### src/rtl/burst_pkg.sv
package burst_pkg;
  localparam int WORD_W  = 16;
  localparam int SYNC_N  = 6;
  localparam int IDX_W   = $clog2(SYNC_N);

  function automatic logic [WORD_W-1:0] sync_word(input logic [IDX_W-1:0] i);
    case (i)
      3'd4:    return 16'hF872;
      3'd5:    return 16'h4E1F;
      default: return '0;
    endcase
  endfunction
endpackage

### src/rtl/sync_matcher.sv
module sync_matcher
  import burst_pkg::*;
(
  input  logic              clk_i,
  input  logic              rst_ni,
  input  logic              word_vld_i,
  input  logic [WORD_W-1:0] word_i,
  output logic              hit_o
);
  logic [IDX_W-1:0] idx_q;
  logic             match;

  assign match = (word_i == sync_word(idx_q));
  assign hit_o = word_vld_i && match && (idx_q == IDX_W'(SYNC_N-1));

  always_ff @(posedge clk_i or negedge rst_ni) begin
    if (!rst_ni) begin
      idx_q <= '0;
    end else if (word_vld_i) begin
      if (hit_o)      idx_q <= '0;
      else if (match) idx_q <= idx_q + 1'b1;
      else if (word_i == '0) idx_q <= IDX_W'(1);  // zero restarts as first word
      else            idx_q <= '0;
    end
  end

  AST_IDLE_HOLDS_MATCH: assert property (@(posedge clk_i) disable iff (!rst_ni)
    !word_vld_i |=> $stable(idx_q));
  AST_IDX_RANGE: assert property (@(posedge clk_i) disable iff (!rst_ni)
    idx_q < IDX_W'(SYNC_N));
endmodule

### src/rtl/info_capture.sv
module info_capture
  import burst_pkg::*;
(
  input  logic              clk_i,
  input  logic              rst_ni,
  input  logic              hit_i,
  input  logic              word_vld_i,
  input  logic [WORD_W-1:0] word_i,
  output logic [WORD_W-1:0] pc_o,
  output logic [WORD_W-1:0] pd_o,
  output logic              vld_o
);
  typedef enum logic [1:0] {CAP_IDLE, CAP_PC, CAP_PD} cap_e;
  cap_e              st_q;
  logic [WORD_W-1:0] pc_tmp_q;

  always_ff @(posedge clk_i or negedge rst_ni) begin
    if (!rst_ni) begin
      st_q     <= CAP_IDLE;
      pc_tmp_q <= '0;
      pc_o     <= '0;
      pd_o     <= '0;
      vld_o    <= 1'b0;
    end else begin
      vld_o <= 1'b0;
      if (hit_i) begin
        st_q <= CAP_PC;
      end else if (word_vld_i) begin
        case (st_q)
          CAP_PC: begin
            pc_tmp_q <= word_i;
            st_q     <= CAP_PD;
          end
          CAP_PD: begin
            pc_o  <= pc_tmp_q;
            pd_o  <= word_i;
            vld_o <= 1'b1;
            st_q  <= CAP_IDLE;
          end
          default: st_q <= CAP_IDLE;
        endcase
      end
    end
  end

  AST_VLD_ONE_CYCLE: assert property (@(posedge clk_i) disable iff (!rst_ni)
    vld_o |=> !vld_o);
  AST_INFO_HOLD: assert property (@(posedge clk_i) disable iff (!rst_ni)
    !vld_o |-> ($stable(pc_o) && $stable(pd_o)));
endmodule

### src/rtl/hold_timer.sv
module hold_timer #(
  parameter int TIMEOUT_FRAMES = 4096,
  localparam int CNT_W = $clog2(TIMEOUT_FRAMES + 1)
) (
  input  logic clk_i,
  input  logic rst_ni,
  input  logic hit_i,
  input  logic frame_i,
  output logic flag_o
);
  logic [CNT_W-1:0] cnt_q;

  always_ff @(posedge clk_i or negedge rst_ni) begin
    if (!rst_ni) begin
      cnt_q  <= '0;
      flag_o <= 1'b0;
    end else if (hit_i) begin
      cnt_q  <= CNT_W'(TIMEOUT_FRAMES);
      flag_o <= 1'b1;
    end else if (frame_i && flag_o) begin
      cnt_q <= cnt_q - 1'b1;
      if (cnt_q == CNT_W'(1)) flag_o <= 1'b0;
    end
  end

  AST_FLAG_ON_HIT: assert property (@(posedge clk_i) disable iff (!rst_ni)
    hit_i |=> flag_o);
  AST_FALL_ON_FRAME: assert property (@(posedge clk_i) disable iff (!rst_ni)
    $fell(flag_o) |-> $past(frame_i));
  AST_CNT_BOUND: assert property (@(posedge clk_i) disable iff (!rst_ni)
    cnt_q <= CNT_W'(TIMEOUT_FRAMES));
endmodule

### src/rtl/burst_sync_detect.sv
module burst_sync_detect
  import burst_pkg::*;
#(
  parameter int TIMEOUT_FRAMES = 4096
) (
  input  logic              clk_i,
  input  logic              rst_ni,
  input  logic              word_vld_i,
  input  logic [WORD_W-1:0] word_i,
  input  logic              frame_i,
  output logic              nonpcm_o,
  output logic [WORD_W-1:0] pc_o,
  output logic [WORD_W-1:0] pd_o,
  output logic              info_vld_o
);
  logic hit;

  sync_matcher u_match (
    .clk_i, .rst_ni, .word_vld_i, .word_i, .hit_o(hit)
  );

  info_capture u_cap (
    .clk_i, .rst_ni, .hit_i(hit), .word_vld_i, .word_i,
    .pc_o, .pd_o, .vld_o(info_vld_o)
  );

  hold_timer #(.TIMEOUT_FRAMES(TIMEOUT_FRAMES)) u_timer (
    .clk_i, .rst_ni, .hit_i(hit), .frame_i, .flag_o(nonpcm_o)
  );
endmodule

### config.mk
export PLATFORM = sky130hd
export DESIGN_NAME = burst_sync_detect
export DESIGN_NICKNAME = d
export VERILOG_FILES = /design/src/rtl/burst_pkg.sv /design/src/rtl/sync_matcher.sv /design/src/rtl/info_capture.sv /design/src/rtl/hold_timer.sv /design/src/rtl/burst_sync_detect.sv
export SDC_FILE = /design/constraint.sdc
export NUM_CORES = 1
export LEC_CHECK = 0
export BUFFER_PORTS_ARGS = -buffer_cell sky130_fd_sc_hd__clkbuf_2
export CAP_MARGIN = 20
export CORE_ASPECT_RATIO = 0.7
export CORE_MARGIN = 1
export CORE_UTILIZATION = 60
export CTS_CLUSTER_DIAMETER = 40
export DETAILED_ROUTE_END_ITERATION = 8
export PLACE_DENSITY = 0.81
export SYNTH_ARGS = -nofsm -noshare
export SYNTH_HDL_FRONTEND = slang
export SYNTH_SLANG_ARGS = --single-unit
### constraint.sdc
create_clock -name clk_i -period 3.4 [get_ports clk_i]
set_input_delay 0.34 -clock clk_i [delete_from_list [all_inputs] [get_ports clk_i]]
set_output_delay 0.34 -clock clk_i [all_outputs]
set_load 0.02 [all_outputs]
==> flow_summary.ini <==
[global_route]
grt_antenna_before_repair = 0
grt_pass1_wl_um = 10070
overflow = 0
grt_usage = 0.2469
grt_max_degree = 51
grt_pass1_vias = 1996

[routing]
vias_per_cell = 5.710
routed_wl_um = 6040
firstDrtPassIters = 4
initialDrtViolationCount = 182
drc_errors = 0
wl_per_cell_um = 16.82
via_count = 2050
ant_nets = 0

[yosys]
synth_edf_count = 0
ys_dominant_reg_cell = dfrtp_1
netlist_top_cells_count = 68 x dfrtp_1, 38 x mux2_4, 16 x nor2_1, 10 x mux2_2, 8 x xnor2_1
syn_area_um2 = 3129
synth.top_cells.by_area = dfrtp_1 54%, mux2_4 18%, mux2_2 3.6%, xnor2_1 2.2%, ha_1 2.0%
synthCells = 222
synth-seq-area-share = 0.5438
yosysMostFrequentCell = dfrtp_1
synth_warnings = 0
yosysTopAreaCellShare = 0.5438
synth.largest_area_cell = dfrtp_1
synth.avg_cell_area_um2 = 14.10
synth-async-reset-ratio = 1.000
synth_nets = 247
synth.distinct_cells = 43
ys_ff_latch = 68

[worst_setup_path]
cp.required_ns = 3.62
reg2reg_to = u_cap.pc_tmp_q[4]
arrival_ns = 3.13
cp_max_fo = 10
ff2ff_path_depth = 8
start_kind = flip-flop
worstSetupEndpointType = flip-flop
worstSetupStartpoint = u_match.idx_q[0]
reg2reg_from = u_match.idx_q[0]
critPathKind = flip-flop to flip-flop
rrSetupSlack_ns = 0.49

[final_layout]
diodes = 0
area_delta_synth_final_pct = 17.59
fillers = 322
drive_gt1_frac = 0.4448
nNetsFinal = 310
fin_area_um2 = 3680

[timing]
setup_viol = 0
slew_violations = 0
worstMarginPinSlew_ns = 0.7143
rsz0062_at_grt = false
max_freq_ghz = 0.3436
final.setup.tns_ns = 0
skew_ns = 0.003435
slew_headroom = 0.5218
period_minus_slack_ns = 2.911
min_period_over_period = 0.8561
hold_violations = 0

[clock_network]
clk_latency_ns = 0.34
clk_pin_slew_ns = 0.07
clock_path_buffers = 2
ctsHtreeMaxLevel = 3
cts_root_buf = clkbuf_8
cts_hold_buf = 0
cts_tree = built
post_cts_buffers = 0
cts_made_buffers = 9
cts.sinks = 68
cts_resized = 0

[power]
p_total_uw = 1531
p_per_area_nw_per_um2 = 416.1
leakagePower_uw = 0.001901
ir_drop_mv = 0.3063

[die]
fp.dieW_um = 88.32
num_io_pins = 54
dieArea_um2 = 5513
coreArea_um2 = 4887
rows = 21
die_y_um = 62.42
start_util = 0.6403

[placed_design]
placed_area_um2 = 3450
dpl.hpwl_um = 4107
gp_congestion = 0.7669
io_buffers = 53

[outcome]
status = complete, no violations

[job]
drv_cap = 0

[min_path]
min_path_type = input port to async pin
[registers in the layout (all words and copies together), names as in the netlist]
name / count
u_cap.pc_o: 16
u_cap.pc_tmp_q: 16
u_cap.pd_o: 16
u_cap.st_q: 2
u_cap.vld_o: 1
u_match.idx_q: 3
u_timer.cnt_q: 13
u_timer.flag_o: 1
[worst max-delay path by stage]
stage / to / cells after the start
4_1_cts: u_cap.pc_tmp_q[1] / 8
3_3_place_gp: u_cap.pc_tmp_q[15] / 8
2_1_floorplan: u_cap.pc_tmp_q[10] / 8
3_5_place_dp: u_cap.pc_tmp_q[2] / 8
5_1_grt: u_cap.pc_tmp_q[2] / 8
6_report: u_cap.pc_tmp_q[4] / 8
[cells by family after synthesis]
kind of cell | Yosys count | share of synthesized area
compound gates | 21 | 0.05238
fa+ha+maj | 5 | 0.01999
flops | 68 | 0.5438
xor+xnor | 11 | 0.03079
mux | 48 | 0.2183
simple gates | 55 | 0.1044
buf+inv | 14 | 0.03038
[where the power goes]
group	internal (uW)	switching [uW]
combinational	16.4	36.1
sequential	809	0.00103
clock	376	293
total	1200	330
[per-stage QoR]
stage,setup slack [ns],cells,hold slack [ns],utilization
2_1_floorplan,1.088,222,0.04441,-
3_3_place_gp,0.7805,342,0.4924,0.7058
3_5_place_dp,0.6153,342,0.4925,0.7058
4_1_cts,0.5152,358,0.2159,0.7473
5_1_grt,0.4001,359,0.04960,0.7529
6_report,0.4893,359,0.01966,0.7529
[cell type report]
type	count	area, um^2	share of cell area
Sequential cell	68	1702	0.4624
Multi-Input combinational cell	140	1333	0.3621
Timing Repair Buffer	59	330.3	0.08977
Clock buffer	12	155.1	0.04216
Tap cell	69	86.33	0.02346
Clock inverter	4	47.55	0.01292
Inverter	7	26.28	0.007140
[cells in the final DEF (no fill, tap or decap), types with 2 or more instances in the layout]
cell	netlist	layout
nor4_1	6	6
and3_1	2	2
clkinv_2	0	2
clkbuf_8	0	11
nand4_1	2	2
nand2_1	6	6
xor2_1	3	3
o21ai_0	4	4
mux2_2	10	10
nor2_1	16	16
a21oi_1	5	5
clkbuf_2	0	52
xnor2_1	8	8
nand3_1	5	5
inv_1	7	7
mux2_4	38	38
nand2b_1	2	2
dfrtp_1	68	68
ha_1	5	5
buf_4	2	5
nor3_1	3	3
a21o_1	2	2
or4_1	3	3
[critical path, stage by stage (launching register included)]
cell	delay, ns
dfrtp_1	0.43
inv_1	0.07
ha_1	0.26
nor4b_1	0.18
o2111ai_1	0.35
a221oi_4	0.16
nor4b_4	0.64
buf_4	0.34
mux2_2	0.36
[layer usage]
metal	share of wire	global-route usage	up-vias	wire [um]
li1	-	-	927	-
met1	0.48	0.3672	1026	2922
met2	0.43	0.3375	85	2598
met3	0.072	0.07530	12	434
met4	0.014	0.1008	0	85
met5	0	0	-	0
Power figures use the tool's default switching activity.
